--- config.mk ---
export PLATFORM = sky130hd
export DESIGN_NAME = clkgen_cfg_i2c
export DESIGN_NICKNAME = d
export VERILOG_FILES = /design/src/rtl/ckcfg_pkg.sv /design/src/rtl/i2c_line_sync.sv /design/src/rtl/cfg_i2c_fsm.sv /design/src/rtl/cfg_regbank.sv /design/src/rtl/clkgen_cfg_i2c.sv
export SDC_FILE = /design/constraint.sdc
export NUM_CORES = 1
export LEC_CHECK = 0
export ABC_AREA = 1
export BUFFER_PORTS_ARGS = -buffer_cell sky130_fd_sc_hd__buf_2
export CAP_MARGIN = 0
export CORE_MARGIN = 4
export CORE_UTILIZATION = 45
export DETAILED_ROUTE_END_ITERATION = 8
export HOLD_SLACK_MARGIN = 0.02
export PLACE_DENSITY = 0.74
export SETUP_SLACK_MARGIN = 0.05
export SLEW_MARGIN = 20
export SYNTH_ARGS = -nofsm -noshare
export SYNTH_HDL_FRONTEND = slang
export SYNTH_SLANG_ARGS = --single-unit
--- constraint.sdc ---
create_clock -name clk -period 2 [get_ports clk]
set_clock_uncertainty 0.05 [all_clocks]
set_input_delay 0.2 -clock clk [delete_from_list [all_inputs] [get_ports clk]]
set_output_delay 0.2 -clock clk [all_outputs]
set_load 0.01 [all_outputs]
--- src/rtl/ckcfg_pkg.sv ---
`timescale 1ns/100ps
package ckcfg_pkg;

  typedef enum logic [2:0] {
    ST_IDLE,
    ST_RX,
    ST_ACK,
    ST_TX,
    ST_MACK,
    ST_WAIT
  } slv_state_e;

  // Power-up contents; indices 6 and 7 are the fixed identification bytes.
  function automatic logic [7:0] reg_default(input int idx);
    case (idx)
      0:       return 8'h47;
      1, 2:    return 8'hFF;
      3:       return 8'h6E;
      6:       return 8'h92;
      7:       return 8'h01;
      default: return 8'h00;
    endcase
  endfunction

endpackage

--- src/rtl/i2c_line_sync.sv ---
`timescale 1ns/100ps
module i2c_line_sync #(
  parameter int STAGES = 2
) (
  input  logic clk,
  input  logic por_n,
  input  logic scl_i,
  input  logic sda_i,
  output logic scl_s,
  output logic sda_s,
  output logic scl_rise,
  output logic scl_fall,
  output logic start_o,
  output logic stop_o
);
  logic [STAGES-1:0] scl_ff, sda_ff;
  logic              scl_q, sda_q;

  always_ff @(posedge clk or negedge por_n) begin
    if (!por_n) begin
      scl_ff <= '1;
      sda_ff <= '1;
      scl_q  <= 1'b1;
      sda_q  <= 1'b1;
    end else begin
      scl_ff <= {scl_ff[STAGES-2:0], scl_i};
      sda_ff <= {sda_ff[STAGES-2:0], sda_i};
      scl_q  <= scl_ff[STAGES-1];
      sda_q  <= sda_ff[STAGES-1];
    end
  end

  assign scl_s    = scl_ff[STAGES-1];
  assign sda_s    = sda_ff[STAGES-1];
  assign scl_rise = scl_s & ~scl_q;
  assign scl_fall = ~scl_s & scl_q;
  assign start_o  = scl_s & scl_q & sda_q & ~sda_s;
  assign stop_o   = scl_s & scl_q & ~sda_q & sda_s;

endmodule

--- src/rtl/cfg_i2c_fsm.sv ---
`timescale 1ns/100ps
module cfg_i2c_fsm
  import ckcfg_pkg::*;
#(
  parameter logic [6:0] SLV_ADDR = 7'h69,
  parameter int         NREG     = 8,
  parameter int         NRW      = 6,
  localparam int        IW       = $clog2(NREG),
  localparam int        PW       = $clog2(NREG + 1)
) (
  input  logic          clk,
  input  logic          por_n,
  input  logic          sda_s,
  input  logic          scl_rise,
  input  logic          scl_fall,
  input  logic          start,
  input  logic          stop,
  input  logic [7:0]    rd_data,
  output logic [IW-1:0] rd_idx,
  output logic          sda_oe,
  output logic          wr_en,
  output logic [IW-1:0] wr_idx,
  output logic [7:0]    wr_data
);
  localparam logic [PW-1:0] PTR_END  = PW'(NREG);
  localparam logic [PW-1:0] PTR_LAST = PW'(NREG - 1);
  localparam logic [PW-1:0] PTR_RW   = PW'(NRW);

  slv_state_e    state;
  logic [3:0]    bitcnt;
  logic [1:0]    byte_idx;   // 0 address, 1 command, 2 count, 3 data
  logic [PW-1:0] ptr;
  logic [7:0]    rx_sh, tx_sh;
  logic          is_read, mack_ok;

  assign rd_idx = ptr[IW-1:0];

  always_ff @(posedge clk or negedge por_n) begin
    if (!por_n) begin
      state    <= ST_IDLE;
      bitcnt   <= '0;
      byte_idx <= '0;
      ptr      <= '0;
      rx_sh    <= '0;
      tx_sh    <= '0;
      is_read  <= 1'b0;
      mack_ok  <= 1'b0;
      sda_oe   <= 1'b0;
      wr_en    <= 1'b0;
      wr_idx   <= '0;
      wr_data  <= '0;
    end else begin
      wr_en <= 1'b0;
      if (start) begin
        state    <= ST_RX;
        bitcnt   <= '0;
        byte_idx <= '0;
        ptr      <= '0;
        sda_oe   <= 1'b0;
      end else if (stop) begin
        state  <= ST_IDLE;
        sda_oe <= 1'b0;
      end else begin
        case (state)
          ST_RX: begin
            if (scl_rise && bitcnt != 4'd8) begin
              rx_sh  <= {rx_sh[6:0], sda_s};
              bitcnt <= bitcnt + 4'd1;
            end else if (scl_fall && bitcnt == 4'd8) begin
              bitcnt <= '0;
              if (byte_idx == 2'd0) begin
                if (rx_sh[7:1] == SLV_ADDR) begin
                  is_read <= rx_sh[0];
                  state   <= ST_ACK;
                  sda_oe  <= 1'b1;
                end else begin
                  state <= ST_WAIT;
                end
              end else begin
                state  <= ST_ACK;
                sda_oe <= 1'b1;
                if (byte_idx == 2'd3) begin
                  if (ptr < PTR_RW) begin
                    wr_en   <= 1'b1;
                    wr_idx  <= ptr[IW-1:0];
                    wr_data <= rx_sh;
                  end
                  if (ptr != PTR_END) ptr <= ptr + 1'b1;
                end
              end
              if (byte_idx != 2'd3) byte_idx <= byte_idx + 2'd1;
            end
          end
          ST_ACK: begin
            if (scl_fall) begin
              if (is_read) begin
                state  <= ST_TX;
                tx_sh  <= rd_data;
                sda_oe <= ~rd_data[7];
                bitcnt <= '0;
              end else begin
                state  <= ST_RX;
                sda_oe <= 1'b0;
              end
            end
          end
          ST_TX: begin
            if (scl_fall) begin
              if (bitcnt == 4'd7) begin
                state  <= ST_MACK;
                sda_oe <= 1'b0;
              end else begin
                tx_sh  <= {tx_sh[6:0], 1'b0};
                sda_oe <= ~tx_sh[6];
                bitcnt <= bitcnt + 4'd1;
              end
            end
          end
          ST_MACK: begin
            if (scl_rise) begin
              mack_ok <= ~sda_s;
              if (!sda_s) ptr <= (ptr == PTR_LAST) ? '0 : ptr + 1'b1;
            end else if (scl_fall) begin
              if (mack_ok) begin
                state  <= ST_TX;
                tx_sh  <= rd_data;
                sda_oe <= ~rd_data[7];
                bitcnt <= '0;
              end else begin
                state <= ST_WAIT;
              end
            end
          end
          default: ;
        endcase
      end
    end
  end

  // after a NACKed address or master NACK the line stays released
  p_wait_released_r1: assert property (@(posedge clk) disable iff (!por_n)
    (state == ST_WAIT) |-> !sda_oe);

  // each stored byte advances the write pointer by exactly one
  p_ptr_step_r3: assert property (@(posedge clk) disable iff (!por_n)
    wr_en |-> (ptr == PW'(wr_idx) + 1'b1));

  // a START from the line detector restarts the sequence at register 0
  p_start_restart_r8: assert property (@(posedge clk) disable iff (!por_n)
    start |=> (state == ST_RX && bitcnt == 4'd0 && ptr == '0 && byte_idx == 2'd0));

endmodule

--- src/rtl/cfg_regbank.sv ---
`timescale 1ns/100ps
module cfg_regbank
  import ckcfg_pkg::*;
#(
  parameter int  NREG = 8,
  parameter int  NRW  = 6,
  localparam int IW   = $clog2(NREG)
) (
  input  logic           clk,
  input  logic           por_n,
  input  logic           wr_en,
  input  logic [IW-1:0]  wr_idx,
  input  logic [7:0]     wr_data,
  input  logic [IW-1:0]  rd_idx,
  output logic [7:0]     rd_data,
  output logic [NRW*8-1:0] regs_o
);
  logic [7:0] bank [NREG];

  for (genvar g = 0; g < NREG; g++) begin : g_reg
    if (g < NRW) begin : g_rw
      logic [7:0] q;
      always_ff @(posedge clk or negedge por_n) begin
        if (!por_n)                             q <= reg_default(g);
        else if (wr_en && wr_idx == IW'(g))     q <= wr_data;
      end
      assign bank[g]         = q;
      assign regs_o[g*8 +: 8] = q;
    end else begin : g_ro
      assign bank[g] = reg_default(g);
    end
  end

  assign rd_data = bank[rd_idx];

  // the engine never aims a store at an identification register
  p_wr_range_r5: assert property (@(posedge clk) disable iff (!por_n)
    wr_en |-> (wr_idx < IW'(NRW)));

  // registers hold their values between stores
  p_hold_r8: assert property (@(posedge clk) disable iff (!por_n)
    !wr_en |=> $stable(regs_o));

endmodule

--- src/rtl/clkgen_cfg_i2c.sv ---
`timescale 1ns/100ps
module clkgen_cfg_i2c #(
  parameter logic [6:0] SLV_ADDR = 7'h69,
  parameter int         NREG     = 8,
  parameter int         NRW      = 6,
  parameter int         STAGES   = 2,
  localparam int        IW       = $clog2(NREG)
) (
  input  logic             clk,
  input  logic             por_n,
  input  logic             scl_i,
  input  logic             sda_i,
  output logic             sda_oe,
  output logic [NRW*8-1:0] cfg_q
);
  logic          scl_s, sda_s, scl_rise, scl_fall, start, stop;
  logic          wr_en;
  logic [IW-1:0] wr_idx, rd_idx;
  logic [7:0]    wr_data, rd_data;

  i2c_line_sync #(.STAGES(STAGES)) u_sync (
    .clk(clk), .por_n(por_n), .scl_i(scl_i), .sda_i(sda_i),
    .scl_s(scl_s), .sda_s(sda_s), .scl_rise(scl_rise), .scl_fall(scl_fall),
    .start_o(start), .stop_o(stop)
  );

  cfg_i2c_fsm #(.SLV_ADDR(SLV_ADDR), .NREG(NREG), .NRW(NRW)) u_fsm (
    .clk(clk), .por_n(por_n), .sda_s(sda_s), .scl_rise(scl_rise),
    .scl_fall(scl_fall), .start(start), .stop(stop), .rd_data(rd_data),
    .rd_idx(rd_idx), .sda_oe(sda_oe), .wr_en(wr_en), .wr_idx(wr_idx),
    .wr_data(wr_data)
  );

  cfg_regbank #(.NREG(NREG), .NRW(NRW)) u_bank (
    .clk(clk), .por_n(por_n), .wr_en(wr_en), .wr_idx(wr_idx),
    .wr_data(wr_data), .rd_idx(rd_idx), .rd_data(rd_data), .regs_o(cfg_q)
  );

  // the SDA driver only moves while synchronized SCL was low
  p_oe_scl_low_r9: assert property (@(posedge clk) disable iff (!por_n)
    !$stable(sda_oe) |-> !$past(scl_s));

endmodule

[Word-level counts from Yosys, hierarchy flattened]
Index checks and enable logic that the tools add are counted.
Word-level totals
  output and inout bits: 49
  register bits: 97
  bits of input ports: 4
Cells by class
  add/subtract/negate cells: 3
  bitwise gates (word level): 18
  order comparisons: 2
  reduce and logical (&&, ||, !) cells: 27
  muxes and demuxes: 76
  equal/unequal tests: 50
Operators by type and width (number)
  4-bit two-way mux: 21
  7-bit two-way mux: 7
  3-bit two-way mux: 12
  3-bit by 2-bit != test with 1-bit output, second input constant: 9
  8-bit binary-select mux with 3-bit select: 1
  4-bit by 3-bit != test with 1-bit output, second input constant: 6
  1-bit two-way mux: 21
  7-bit case mux with 3 select lines: 1
  10-bit AND reduction: 2
  9-bit AND reduction: 2
  8-bit two-way mux: 2
  4-bit != test, second input constant: 4
  4-bit case mux with 4 select lines: 1
  8-bit AND reduction: 2
  3-bit != test, second input constant: 5
  2-bit two-way mux: 7
  3-bit by 2-bit == test with 1-bit output, second input constant: 4
  3-bit case mux with 4 select lines: 1
  2-bit by 1-bit != test with 1-bit output, second input constant: 5
  2-bit != test, second input constant: 5
  1-bit NOT: 10
  3-bit == test, second input constant: 3
  4-bit by 1-bit adder with 4-bit output, second input constant: 2
  4-bit by 3-bit == test with 1-bit output, second input constant: 2
  23 further kinds: 41

[Logic depth before layout (Yosys ltp)]
  word-level depth: 11
  gate-level depth with buffers: 11

[Modules after synthesis]
Synthesis repeated with hierarchy kept, for this count alone.
Second synthesis, totals
  cells, all modules: 663
  area total of the unflattened synthesis: 5008.6 um2
By module, submodules not included
  cfg_i2c_fsm: area an instance 2493.6 um2, instances 1, cells an instance 347, sequential area each 1076.0 um2
  cfg_regbank: area an instance 2316.0 um2, instances 1, cells an instance 299, sequential area each 1232.4 um2
  i2c_line_sync: area an instance 198.9 um2, instances 1, cells an instance 17, sequential area each 157.7 um2

[Worst setup path after synthesis]
Ideal clock, no wire load.
  kind: reg2reg
  start: register u_sync.sda_ff[1]
  end: register u_fsm.wr_idx[2]
  arrival: 1.443 ns
  setup slack: 0.378 ns
  path buffers: 1
  stages on the path, launching flop included: 9
  data required time: 1.821 ns
  setup time: 0.129 ns
  cell sequence: dfstp_2 -> inv_1 -> nand3_1 -> nand2_1 -> nor2_4 -> nand4_4 -> buf_6 -> nand2_1 -> o21ai_2
Between the ends
  cells in the longest elaborated chain, start to end: 4
  elaborated cells between the ends (all ways): 6
RTL lines
  start: declaration: RTL line i2c_line_sync.sv:16  | logic [STAGES-1:0] scl_ff, sda_ff;
  start signal: assignment: RTL line i2c_line_sync.sv:27  | sda_ff <= {sda_ff[STAGES-2:0], sda_i};
  1-bit NOT: RTL line i2c_line_sync.sv:37  | assign start_o = scl_s & scl_q & sda_q & ~sda_s;
  1-bit bitwise AND: RTL line i2c_line_sync.sv:37
  1-bit NOT (no source line)
  8-bit AND reduction (no source line) *
  end signal: assignment: RTL line cfg_i2c_fsm.sv:85  | wr_idx <= ptr[IW-1:0];
  end: declaration: RTL line cfg_i2c_fsm.sv:22  | output logic [IW-1:0] wr_idx,
Every way passes the cells marked *; elsewhere a longest branch is shown, timed or not.
A chain may end at the register's enable or synchronous reset.

[Final worst setup path]
  start: register u_fsm.byte_idx[0]
  end: register u_fsm.ptr[3]
Between the ends
  cells in the longest elaborated chain, start to end: 3
  elaborated cells between the ends (all ways): 5
RTL lines
  start: declaration: RTL line cfg_i2c_fsm.sv:31  | logic [1:0] byte_idx;
  start signal: assignment: RTL line cfg_i2c_fsm.sv:91  | if (byte_idx != 2'd3) byte_idx <= byte_idx + 2'd1;
  2-bit == test / 2-bit logical NOT (equally long branches): RTL line cfg_i2c_fsm.sv:82, cfg_i2c_fsm.sv:71
  3-bit by 2-bit != test with 1-bit output (no source line) / 3-bit != test (equally long branches)
  9-bit AND reduction (no source line) *
  end signal: assignment: RTL line cfg_i2c_fsm.sv:88  | if (ptr != PTR_END) ptr <= ptr + 1'b1;
  end signal: assignment: RTL line cfg_i2c_fsm.sv:122  | if (!sda_s) ptr <= (ptr == PTR_LAST) ? '0 : ptr + 1'b1;
  end: declaration: RTL line cfg_i2c_fsm.sv:32  | logic [PW-1:0] ptr;
Marked as above.

==> impl_metrics.yaml <==
run_status:
  run_status: "completed"
routing:
  post_drt_wl_per_cell_um: 14.6
  detail-route-antenna-nets: 0
  detail_route.wirelength_um: 11700
  drt-pass1-iter-count: 8
  drc: 0
  detailroute.via_count: 4182
  detailedRoute.firstIterationViolations: 415
  routed_via_density: 5.19
setup_path:
  worst-path-max-fanout: 8
  cp_data_required_time_ps: 2250
  critical_path_source_type: "flip-flop"
  critical_path_class: "flip-flop to flip-flop"
  cp_data_arrival_time_ps: 2110
  cp-end-kind: "flip-flop"
clock_tree:
  worst_skew_pair.late_latency_ps: 380
  tritoncts.num_buffers: 9
  cts.root.buffer_cell: "clkbuf_8"
  clk_pin_slew_ps: 100
  cts_htree_levels: 3
  clock_tree.buffer_depth: 2
  cts.sink_count: 97
  clock_tree_from_tritoncts: "yes"
die:
  core_area_mm2: 0.0104
  die_h_um: 112
  floorplan.initialDensity_pct: 46.5
  chipWidth_um: 112
  fp.dieArea_mm2: 0.0124
  placementRows: 37
  ios: 53
timing:
  tns_ps: 0
  post-route-period-util_pct: 93.2
  final.min_clock_period_ps: 1860
  tightest_slew_ps: 597
  finalSetupViolations: 0
  final-hold-violation-count: 0
  grt_setup_unrepaired: "yes"
  relSlewSlack_pct: 60.1
  fmax_mhz: 537
  report.final.slew_viol_count: 0
pwr:
  max-vdd-ir-drop_mv: 0.607
  leakagePower_nw: 2.70
  power_density_mw_per_mm2: 1020
cells_and_area:
  antenna_cells_inserted: 0
  syn_to_final_growth_pct: 14.5
  finalNetCount: 675
  stdcell_count: 806
  post_route_cells_drive_above_1_share_pct: 22.7
  final_util_pct: 53.2
place:
  buffer_ports.inserted: 52
  placed_cells: 785
  routabilityCongestion: 0.904
  detailedPlacementHpwl_um: 8460
synth:
  cell_with_the_most_instances_after_synthesis: "nand2_1"
  yosys_warnings: 0
  synth_compound_gate_area_share_pct: 12.3
  synth.top_cells.by_area: "dfrtp_1, dfstp_2, nand2_1, o21ai_0, inv_1"
  synth_commonest_cells: "nand2_1, o21ai_0, dfrtp_1"
  synthSimpleGateAreaFrac_pct: 27.7
  ys_seq_area_share_pct: 51.2
  asyncSetResetFlopFracSynth_pct: 100
  synth-main-ff-cell: "dfrtp_1"
  post_synth.cell_area_avg_um2: 7.98
  netlist_instances: 604
  syn_area_mm2: 0.00482
  synthDistinctLibCells: 28
  post_synth_fa_ha_maj_area_fraction_pct: 1.56
  synth_top_area_cell: "dfrtp_1"
  xor_xnor_share_of_the_synthesized_area_pct: 0.363
  synthMuxAreaShare_pct: 0
  synth_seq_cells: 97
  synth_top_area_share_pct: 34.3
  post_syn_nets: 614
  post_synth_edffs: 0
  synth_top_family_by_area: "simple AND/OR/NAND/NOR gates"
global_route:
  grt_util_all_layers_pct: 19.0
  largest_net_degree_at_the_start_of_global_routing: 35
  antenna_violations_before_repair: 0
  global_route_wire_length_before_repair_um: 19100
  first_global_vias: 3868
  overflow: 0
hold_path:
  worstHoldPathType: "primary input to async pin"
job:
  cap_violations: 0
worst paths after layout:
kind	from	end	slack (ps)	cells past startpoint
min in group clk	u_sync.sda_ff[0]$_DFF_PN1_	u_sync.sda_ff[1]$_DFF_PN1_	310	0
setup / recovery	u_fsm.byte_idx[0]$_DFFE_PN0P_	u_fsm.ptr[3]$_DFFE_PN0P_	140	7
hold / removal	por_n	u_bank.g_reg[3].g_rw.q[7]$_DFFE_PN0P_	250	2
hold reg to reg	u_sync.sda_ff[0]$_DFF_PN1_	u_sync.sda_ff[1]$_DFF_PN1_	310	0
max in group asynchronous	por_n	u_bank.g_reg[2].g_rw.q[1]$_DFFE_PN1P_	1000	3
setup reg to reg	u_fsm.byte_idx[0]$_DFFE_PN0P_	u_fsm.ptr[3]$_DFFE_PN0P_	140	7
metal layers:
| layer | up-vias | GRT usage [%] | wire, um |
|---|---|---|---|
| li1 | 2055 | - | - |
| met1 | 1976 | 26.7 | 5190 |
| met2 | 129 | 28.8 | 5510 |
| met3 | 22 | 4.73 | 786 |
| met4 | 0 | 6.89 | 252 |
| met5 | - | 0 | 0 |
report_power, final:
part	switching (mW)	leakage [nW]	internal (mW)
clock	0.719	0.0998	0.593
sequential	0.244	1.22	2.18
combinational	1.26	1.37	0.616
what timing repair did:
item / CTS / global route
hold buffers: 3 / 0
setup endpoints to repair: 0 / 21
gates resized for setup: 0 / 6
setup buffers: 0 / 1
endpoints found under the hold margin: 16 / 0
area by class of cell:
cell class,instances,area (um^2)
clock buffers,11,131
clock inverters,5,63.8
fillers,999,4850
inverters,65,244
multi-input cells,426,2060
flip-flops and latches,97,2470
well taps,136,170
repair buffers,66,388
through the flow:
step	total power [mW]	cell area, um^2	hold slack, ps	worst slack [ps]
detailed placement	4.27	5250	126	167
global route	6.04	5520	289	-18.8
floorplan	3.78	4820	-146	378
global placement	4.21	5250	124	183
finish	5.61	5520	245	137
CTS	5.59	5480	240	141
state kept, by name, indices dropped and copies added (netlist names), 2 cells and up:
register	flops
u_fsm.state	3
u_fsm.bitcnt	4
u_bank.g.g_rw.q	48
u_fsm.wr_data	8
u_fsm.rx_sh	8
u_fsm.ptr	4
u_fsm.wr_idx	3
u_sync.scl_ff	2
u_sync.sda_ff	2
u_fsm.byte_idx	2
u_fsm.tx_sh	7
placed cells by master (no fill, tap or decap), types with 11 or more instances in the layout:
cell type  count
dfstp_2       31
nand2_1      206
buf_2         51
dfrtp_1       66
o21ai_1       13
buf_4         11
inv_1         61
o21ai_0       73
nor2_1        29
nand3_1       31
cells by family after synthesis:
group,after synthesis
AND/OR/NAND/NOR,308
flip-flops,97
buffers and inverters,82
XOR/XNOR,2
AO/OA/AOI/OAI,109
adder cells (fa/ha/maj),6
critical path, stage by stage (launching register included):
cell	delay, ps
dfrtp_1	400
inv_1	60
ha_1	220
nor2_1	400
nand4_1	200
nand3_1	130
nand2_2	120
o21ai_0	190
(Power assumes the default switching activity.)
